$ cat src/rtl/modem_pkg.sv
package modem_pkg;
  localparam int unsigned NUM_LINES = 4;
  // line index inside the level/flag vectors; equals status bit order
  localparam int unsigned LN_CTS = 0;
  localparam int unsigned LN_DSR = 1;
  localparam int unsigned LN_RI  = 2;
  localparam int unsigned LN_DCD = 3;
  // control register fields
  localparam int unsigned CB_DTR  = 0;
  localparam int unsigned CB_RTS  = 1;
  localparam int unsigned CB_AUTO = 5;
  // status register fields
  localparam int unsigned SB_FLAG = 0;
  localparam int unsigned SB_LVL  = SB_FLAG + NUM_LINES;
  localparam int unsigned SB_MODE = SB_LVL + NUM_LINES;
endpackage

$ cat src/rtl/modem_sync.sv
module modem_sync #(
  parameter int unsigned WIDTH  = 4,
  parameter int unsigned STAGES = 2
) (
  input  logic             clk_i,
  input  logic             rst_ni,
  input  logic [WIDTH-1:0] d_i,
  output logic [WIDTH-1:0] q_o
);
  logic [WIDTH-1:0] stage_q [STAGES];

  for (genvar s = 0; s < STAGES; s++) begin : g_stage
    always_ff @(posedge clk_i or negedge rst_ni) begin
      if (!rst_ni) stage_q[s] <= '0;
      else if (s == 0) stage_q[s] <= d_i;
      else stage_q[s] <= stage_q[(s == 0) ? 0 : s-1];
    end
  end

  assign q_o = stage_q[STAGES-1];
endmodule

$ cat src/rtl/modem_change_track.sv
module modem_change_track #(
  parameter int unsigned NUM      = 4,
  parameter int unsigned RING_IDX = 2
) (
  input  logic           clk_i,
  input  logic           rst_ni,
  input  logic [NUM-1:0] lvl_i,
  input  logic [NUM-1:0] clr_i,
  output logic [NUM-1:0] flags_o
);
  logic [NUM-1:0] prev_q, flags_q, ev;

  always_ff @(posedge clk_i or negedge rst_ni) begin
    if (!rst_ni) begin
      prev_q  <= '0;
      flags_q <= '0;
    end else begin
      prev_q  <= lvl_i;
      flags_q <= (flags_q & ~clr_i) | ev; // set beats clear
    end
  end

  for (genvar k = 0; k < NUM; k++) begin : g_line
    if (k == RING_IDX) begin : g_trail
      assign ev[k] = prev_q[k] & ~lvl_i[k];

      p_ring_trail_r4: assert property (@(posedge clk_i) disable iff (!rst_ni)
        (prev_q[k] && !lvl_i[k]) |=> flags_q[k]);
      p_ring_lead_quiet_r4: assert property (@(posedge clk_i) disable iff (!rst_ni)
        (!prev_q[k] && lvl_i[k] && !flags_q[k]) |=> !flags_q[k]);
    end else begin : g_both
      assign ev[k] = prev_q[k] ^ lvl_i[k];

      p_any_edge_r3: assert property (@(posedge clk_i) disable iff (!rst_ni)
        (prev_q[k] != lvl_i[k]) |=> flags_q[k]);
    end

    p_sticky_r3: assert property (@(posedge clk_i) disable iff (!rst_ni)
      (flags_q[k] && !clr_i[k]) |=> flags_q[k]);
    p_clear_r5: assert property (@(posedge clk_i) disable iff (!rst_ni)
      (clr_i[k] && !ev[k]) |=> !flags_q[k]);
  end

  assign flags_o = flags_q;
endmodule

$ cat src/rtl/modem_regs.sv
module modem_regs
  import modem_pkg::*;
#(
  parameter int unsigned ADDR_W   = 8,
  parameter int unsigned DATA_W   = 32,
  parameter logic [ADDR_W-1:0] CTRL_OFS = 'h24,
  parameter logic [ADDR_W-1:0] STAT_OFS = 'h28
) (
  input  logic                 clk_i,
  input  logic                 rst_ni,
  input  logic [ADDR_W-1:0]    addr_i,
  input  logic                 wr_i,
  input  logic [DATA_W-1:0]    wdata_i,
  output logic [DATA_W-1:0]    rdata_o,
  input  logic [NUM_LINES-1:0] lvl_i,
  input  logic [NUM_LINES-1:0] flags_i,
  output logic [NUM_LINES-1:0] clr_o,
  output logic                 dtr_o,
  output logic                 rts_o,
  output logic                 flow_auto_o
);
  logic dtr_q, rts_q, auto_q, mode_q;
  logic wr_ctrl, wr_stat;
  logic unused_wdata;

  assign wr_ctrl = wr_i && (addr_i == CTRL_OFS);
  assign wr_stat = wr_i && (addr_i == STAT_OFS);
  assign unused_wdata = ^wdata_i;

  always_ff @(posedge clk_i or negedge rst_ni) begin
    if (!rst_ni) begin
      dtr_q  <= 1'b0;
      rts_q  <= 1'b0;
      auto_q <= 1'b0;
      mode_q <= 1'b0;
    end else begin
      if (wr_ctrl) begin
        dtr_q  <= wdata_i[CB_DTR];
        rts_q  <= wdata_i[CB_RTS];
        auto_q <= wdata_i[CB_AUTO];
      end
      if (wr_stat) mode_q <= wdata_i[SB_MODE];
    end
  end

  assign clr_o = wr_stat ? wdata_i[SB_FLAG +: NUM_LINES] : '0;

  always_comb begin
    rdata_o = '0;
    if (addr_i == CTRL_OFS) begin
      rdata_o[CB_DTR]  = dtr_q;
      rdata_o[CB_RTS]  = rts_q;
      rdata_o[CB_AUTO] = auto_q;
    end else if (addr_i == STAT_OFS) begin
      rdata_o[SB_FLAG +: NUM_LINES] = flags_i;
      rdata_o[SB_LVL +: NUM_LINES]  = lvl_i;
      rdata_o[SB_MODE]              = mode_q;
    end
  end

  assign dtr_o       = dtr_q;
  assign rts_o       = rts_q;
  assign flow_auto_o = auto_q;

  p_ctrl_write_r8: assert property (@(posedge clk_i) disable iff (!rst_ni)
    wr_ctrl |=> (dtr_o == $past(wdata_i[CB_DTR])) && (rts_o == $past(wdata_i[CB_RTS]))
                && (flow_auto_o == $past(wdata_i[CB_AUTO])));
  p_mode_write_r9: assert property (@(posedge clk_i) disable iff (!rst_ni)
    wr_stat |=> (mode_q == $past(wdata_i[SB_MODE])));
  p_unmapped_r10: assert property (@(posedge clk_i) disable iff (!rst_ni)
    (!wr_ctrl && !wr_stat) |=> $stable(dtr_o) && $stable(rts_o) && $stable(flow_auto_o)
                               && $stable(mode_q));
endmodule

$ cat src/rtl/modem_delta_detect.sv
module modem_delta_detect
  import modem_pkg::*;
#(
  parameter int unsigned ADDR_W     = 8,
  parameter int unsigned DATA_W     = 32,
  parameter int unsigned SYNC_DEPTH = 2,
  parameter logic [ADDR_W-1:0] CTRL_OFS = 'h24,
  parameter logic [ADDR_W-1:0] STAT_OFS = 'h28
) (
  input  logic              clk_i,
  input  logic              rst_ni,
  input  logic              dcd_n_i,
  input  logic              ri_n_i,
  input  logic              dsr_n_i,
  input  logic              cts_n_i,
  input  logic [ADDR_W-1:0] reg_addr_i,
  input  logic              reg_wr_i,
  input  logic [DATA_W-1:0] reg_wdata_i,
  output logic [DATA_W-1:0] reg_rdata_o,
  output logic              dtr_n_o,
  output logic              rts_n_o,
  output logic              flow_auto_o,
  output logic              delta_irq_o
);
  logic [NUM_LINES-1:0] raw, lvl, flags, clr;
  logic dtr, rts;

  // pins are active low; internal levels are 1 when asserted
  always_comb begin
    raw         = '0;
    raw[LN_DCD] = ~dcd_n_i;
    raw[LN_RI]  = ~ri_n_i;
    raw[LN_DSR] = ~dsr_n_i;
    raw[LN_CTS] = ~cts_n_i;
  end

  modem_sync #(.WIDTH(NUM_LINES), .STAGES(SYNC_DEPTH)) u_sync (
    .clk_i, .rst_ni, .d_i(raw), .q_o(lvl)
  );

  modem_change_track #(.NUM(NUM_LINES), .RING_IDX(LN_RI)) u_track (
    .clk_i, .rst_ni, .lvl_i(lvl), .clr_i(clr), .flags_o(flags)
  );

  modem_regs #(
    .ADDR_W(ADDR_W), .DATA_W(DATA_W), .CTRL_OFS(CTRL_OFS), .STAT_OFS(STAT_OFS)
  ) u_regs (
    .clk_i, .rst_ni,
    .addr_i(reg_addr_i), .wr_i(reg_wr_i), .wdata_i(reg_wdata_i), .rdata_o(reg_rdata_o),
    .lvl_i(lvl), .flags_i(flags), .clr_o(clr),
    .dtr_o(dtr), .rts_o(rts), .flow_auto_o(flow_auto_o)
  );

  assign dtr_n_o     = ~dtr;
  assign rts_n_o     = ~rts;
  assign delta_irq_o = |flags;

  p_irq_needs_edge_r7: assert property (@(posedge clk_i) disable iff (!rst_ni)
    (!delta_irq_o && $stable(lvl)) |=> !delta_irq_o);
endmodule

$ cat config.mk
export PLATFORM = sky130hd
export DESIGN_NAME = modem_delta_detect
export DESIGN_NICKNAME = d
export VERILOG_FILES = /design/src/rtl/modem_pkg.sv /design/src/rtl/modem_sync.sv /design/src/rtl/modem_change_track.sv /design/src/rtl/modem_regs.sv /design/src/rtl/modem_delta_detect.sv
export SDC_FILE = /design/constraint.sdc
export NUM_CORES = 1
export LEC_CHECK = 0
export BUFFER_PORTS_ARGS = -buffer_cell sky130_fd_sc_hd__buf_2
export CAP_MARGIN = 25
export CORE_UTILIZATION = 33
export DETAILED_ROUTE_END_ITERATION = 8
export PLACE_DENSITY = 0.72
export SYNTH_ARGS = -nofsm -noshare
export SYNTH_HDL_FRONTEND = slang
export SYNTH_HIERARCHICAL = 1
export SYNTH_SLANG_ARGS = --single-unit
$ cat constraint.sdc
create_clock -name clk_i -period 0.99 [get_ports clk_i]
set_input_delay 0.0495 -clock clk_i [delete_from_list [all_inputs] [get_ports clk_i]]
set_output_delay 0.0495 -clock clk_i [all_outputs]
set_load 0.1 [all_outputs]
# Word-level counts from Yosys, hierarchy flattened
# Cells that the tools add are included.
[word_totals]
latch_bits = 0
output_inout_bits = 36
input_bits = 47
ff_bits = 20
mem_bits_ro = 0
ram_bits = 0
mem_count = 0
[op_classes]
muxes = 6
n_div = 0
eq_ne = 2
reduce_logical = 3
shifts = 0
n_mul = 0
magnitude_cmp = 0
add_sub_neg = 0
bitwise_logic = 14
[op_table]
columns = ["operator", "count"]
rows = [
  ["$eq A8 B6 Y1 const B", 2],
  ["$mux W9", 1],
  ["$not A1 Y1", 7],
  ["$mux W3", 2],
  ["$and A4 B4 Y4", 1],
  ["$mux W4", 1],
  ["$not A4 Y4", 1],
  ["$or A4 B4 Y4", 1],
  ["$reduce_or A4 Y1", 1],
  ["$xor A1 B1 Y1", 3],
  ["$logic_and A1 B1 Y1", 2],
  ["$mux W2", 1],
  ["$and A1 B1 Y1", 1],
  ["$mux W1", 1],
]

# Depth between registers and ports, before layout
[logic_depth]
ltp_word = 6
depth_mapped = 4

# Cells and area by module
# The synthesis kept the hierarchy.
[modules_own_cells]
columns = ["mod", "cells_per_inst", "area_each_um2", "n_inst"]
rows = [
  ["modem_regs", 54, 531.8, 1],
  ["modem_change_track", 20, 266.5, 1],
  ["modem_sync", 12, 230.2, 1],
  ["modem_delta_detect", 7, 30.0, 1],
]

# Least setup slack after synthesis
# No wires, ideal clock.
[synth_path]
path_kind = "flip-flop to output port"
from = "register u_regs.auto_q (netlist: u_regs/flow_auto_o)"
to = "output reg_rdata_o[5]"
required_time_ns = 0.941
path_slack_ns = -1.412
arrival_time_ns = 2.352
n_path_buf = 0
stages_incl_launch_ff = 3
cell_sequence = "dfrtp_1 a22oi_1 nor2_1"
[synth_via]
elab_chain_cells = 1
[synth_rtl]
columns = ["item", "line", "text"]
rows = [
  ["from (decl)", "modem_regs.sv:22", "logic dtr_q, rts_q, auto_q, mode_q;"],
  ["from (signal assigned)", "modem_regs.sv:40", "auto_q <= wdata_i[CB_AUTO];"],
  ["$mux W1", "modem_regs.sv:50", "if (addr_i == CTRL_OFS) begin"],
  ["to (decl)", "modem_delta_detect.sv:19", "output logic [DATA_W-1:0] reg_rdata_o,"],
]
# Every way passes these cells.

# Worst setup path after layout
[layout_path]
from = "register u_track.flags_q[2] (netlist: u_track/flags_o[2])"
to = "output delta_irq_o"
[layout_via]
elab_chain_cells = 1
[layout_rtl]
columns = ["item", "line", "text"]
rows = [
  ["from (decl)", "modem_change_track.sv:11", "logic [NUM-1:0] prev_q, flags_q, ev;"],
  ["from (signal assigned)", "modem_change_track.sv:19", "flags_q <= (flags_q & ~clr_i) | ev;"],
  ["$reduce_or A4 Y1", "modem_delta_detect.sv:56", "assign delta_irq_o = |flags;"],
  ["to (decl)", "modem_delta_detect.sv:23", "output logic delta_irq_o"],
]
# Every way passes these cells.

==> results.sh <==
export IMPL_firstDrtPassIters=4
export IMPL_grt_overflow=0
export IMPL_grt_start_max_net_pins=21
export IMPL_viasPerCell=4.06
export IMPL_syn_inst=93
export IMPL_dp_slack_ns=-0.243
export IMPL_cp_max_fo=2
export IMPL_areaGrowthSynthToFinish_pct=61.8
export IMPL_rows=20
export IMPL_power_switching_mw=0.769
export IMPL_report_final_slew_viol_count=0
export IMPL_numClockSinks=20
export IMPL_cp_required_ns=0.94
export IMPL_cp_end_kind="output pin"
export IMPL_core_area_mm2=0.00305
export IMPL_synthTopCellsByArea="dfrtp_1 47%, buf_4 19%, nor4b_4 6.7%, and3_2 4.3%, inv_1 3.9%"
export IMPL_wirelength_um=2190
export IMPL_drive_gt1_share_pct=55.0
export IMPL_p_clk_share_pct=23.2
export IMPL_final_core_util_pct=56.1
export IMPL_die_w_um=58.6
export IMPL_placed_area_mm2=0.00146
export IMPL_gp_congestion=0.698
export IMPL_syn_avg_cell_area_um2=11.4
export IMPL_ff2ff_setup_slack_ns=-0.01
export IMPL_timing_rr_end="u_regs/mode_q"
export IMPL_period_minus_slack_ns=1.49
export IMPL_timing_hold_ws_ns=0.0107
export IMPL_grt_pass1_wl_um=3500
export IMPL_route_detailed_drc=0
export IMPL_status="finished with violations"
export IMPL_swShare_pct=38.8
export IMPL_setup_tns_ns=-2.72
export IMPL_finalHoldViolations=0
export IMPL_cts_tree="yes"
export IMPL_synth_seq_area_share_pct=47.3
export IMPL_place_hpwl_um=1480
export IMPL_dp_cells=172
export IMPL_period_share_pct=150
export IMPL_hold_path_class="primary input to flop"
export IMPL_wl_per_cell_um=11.4
export IMPL_instances_no_fill=193
export IMPL_dieHeight_um=58.6
export IMPL_grt_pass1_vias=810
export IMPL_violations="negative setup slack"
export IMPL_rr_worst_depth=3
export IMPL_path_class="flop to output pin"
export IMPL_power_frac_seq_pct=43.9
export IMPL_num_vias=783
export IMPL_crit_start="u_track/flags_o[2]"
export IMPL_maxCapViolations=0
export IMPL_p_int_mw=1.21
export IMPL_worstSkewPairLatency_ns=0.29
export IMPL_antenna_found_initial=0
export IMPL_p_per_area_mw_per_mm2=1160
export IMPL_ios=83
export IMPL_finalSetupViolCount=14
export IMPL_ctsHtreeMaxLevel=1
export IMPL_p_comb_share_pct=32.9
export IMPL_arrival_ns=1.44
export IMPL_io_buffer_count=33
export IMPL_setup_ws_ns=-0.496
export IMPL_fmax_mhz=673
export IMPL_yosysWarnings=6
export IMPL_cp_endpoint="delta_irq_o"
export IMPL_cts_buffers=3
export IMPL_grt_use_total_pct=14.0
export IMPL_skew_ns=0.00367
export IMPL_synth_distinct_cells=18
export IMPL_cts_max_path_buffers=2
export IMPL_netlist_area_mm2=0.00106
export IMPL_drt_first_iter_violations=18
export IMPL_power_mw=1.98
export IMPL_fin_nets=197
export IMPL_max_vdd_ir_drop_mv=0.505
export IMPL_yosys_area_top_type_share_pct=47.3
export IMPL_diodes=0
export IMPL_critical_path_startpoint_type="flop"
export IMPL_initial_core_util_pct=34.7
export IMPL_die_area_mm2=0.00344
export IMPL_clkTransAtPathRegs_ns=0.11
export IMPL_postLayoutCellArea_mm2=0.00171
export IMPL_ant_nets=0
export IMPL_rsz0062_at_grt="true"
export IMPL_leakagePower_nw=0.821
export IMPL_synth_top_area_cell="dfrtp_1"
export IMPL_cts_root_buf="clkbuf_4"
export IMPL_synth_seq_cells=20
export IMPL_timing_rr_start="u_regs/mode_q"
-- registers in the layout, indices dropped and copies added (netlist names) --
register / flops
u_regs/dtr_o: 1
u_regs/flow_auto_o: 1
u_regs/mode_q: 1
u_regs/rts_o: 1
u_sync/q_o: 4
u_sync/stage_q: 4
u_track/flags_o: 4
u_track/prev_q: 4
-- Yosys cell counts --
cell and n:
a22oi_1 3, and3_2 6, conb_1 1, inv_1 11
nor4b_4 3, or4_1 1, buf_4 27, dfrtp_1 20
or4b_2 1, xnor2_1 3, mux2_4 1, o21ai_1 3
and3_4 1, mux2_2 3, nor2_1 3, nand3_1 1
and2_2 4, o22ai_1 1
-- timing repair --
| item | CTS | global route |
|---|---|---|
| hold endpoints to repair | 27 | 0 |
| pin swaps | 8 | 4 |
| buffers inserted | 6 | 4 |
| endpoints found under the setup margin | 13 | 13 |
| hold buffers | 8 | 0 |
| resized for setup | 20 | 2 |
| gates cloned | 1 | 0 |
-- cell families (layout without fill, tap and decap cells) --
logic type | Yosys count | after routing | share of synthesized area (%)
compound gates | 7 | 7 | 4.14
xor+xnor | 3 | 3 | 2.48
buf+inv | 38 | 72 | 23.0
flops | 20 | 20 | 47.3
mux | 4 | 4 | 4.61
other cells | 1 | 23 | 0.354
simple gates | 20 | 20 | 18.1
-- cells in the final DEF, fill, tap and decap left out --
cell type	instances
and2_4	4
buf_4	11
conb_1	23
nor2_4	3
clkbuf_4	3
dfrtp_4	1
dlygate4sd3_1	8
or4_4	1
a22oi_2	3
o22ai_1	1
buf_2	18
and3_4	7
nand3_1	1
xnor2_1	3
clkinvlp_4	2
o21ai_1	3
inv_1	9
or4b_4	1
clkbuf_8	1
buf_6	5
nor4b_4	3
buf_12	13
dfrtp_1	19
buf_8	2
mux2_4	1
mux2_2	3
-- metal layers --
layer | share of wire [%] | vias to the layer above | global-route usage (%) | routed length [um]
li1 | - | 365 | - | -
met1 | 37 | 372 | 13.7 | 801
met2 | 55 | 40 | 25.8 | 1210
met3 | 4.8 | 6 | 1.98 | 106
met4 | 3.5 | 0 | 12.2 | 77
met5 | 0 | - | 0 | 0
-- worst max-delay path: stages (launching register included) --
cell     delay (ns)
dfrtp_1        0.41
or4_4          0.55
buf_12         0.18
-- power by group through the flow --
stage,clock [mW],sequential (mW),combinational [mW]
after floorplan,0,0.894,0.551
after global placement,0,0.887,0.587
after detailed placement,0,0.889,0.593
after CTS,0.478,0.871,0.641
after global routing,0.499,0.875,0.678
final,0.460,0.871,0.652
-- layout make-up --
class,count,area [um2]
Inverter,11,48.8
Multi-Input combinational cell,57,469
Fill cell,264,1340
Timing Repair Buffer,57,599
Clock buffer,4,36.3
Sequential cell,20,504
Tap cell,44,55.1
-- how the worst min path moves through the flow --
stage                    from                end  slack, ns  cells past startpoint
2_1_floorplan          rst_ni       u_regs/dtr_o      -0.25                      0
3_3_place_gp           rst_ni      u_regs/mode_q      0.009                      1
3_5_place_dp           rst_ni  u_track/prev_q[2]       0.02                      1
4_1_cts        reg_wdata_i[0]       u_regs/dtr_o      0.001                      2
5_1_grt        reg_wdata_i[0]       u_regs/dtr_o    -0.0003                      2
6_report       reg_wdata_i[0]       u_regs/dtr_o       0.01                      2
No activity file was read; power rests on OpenSTA's default activity.
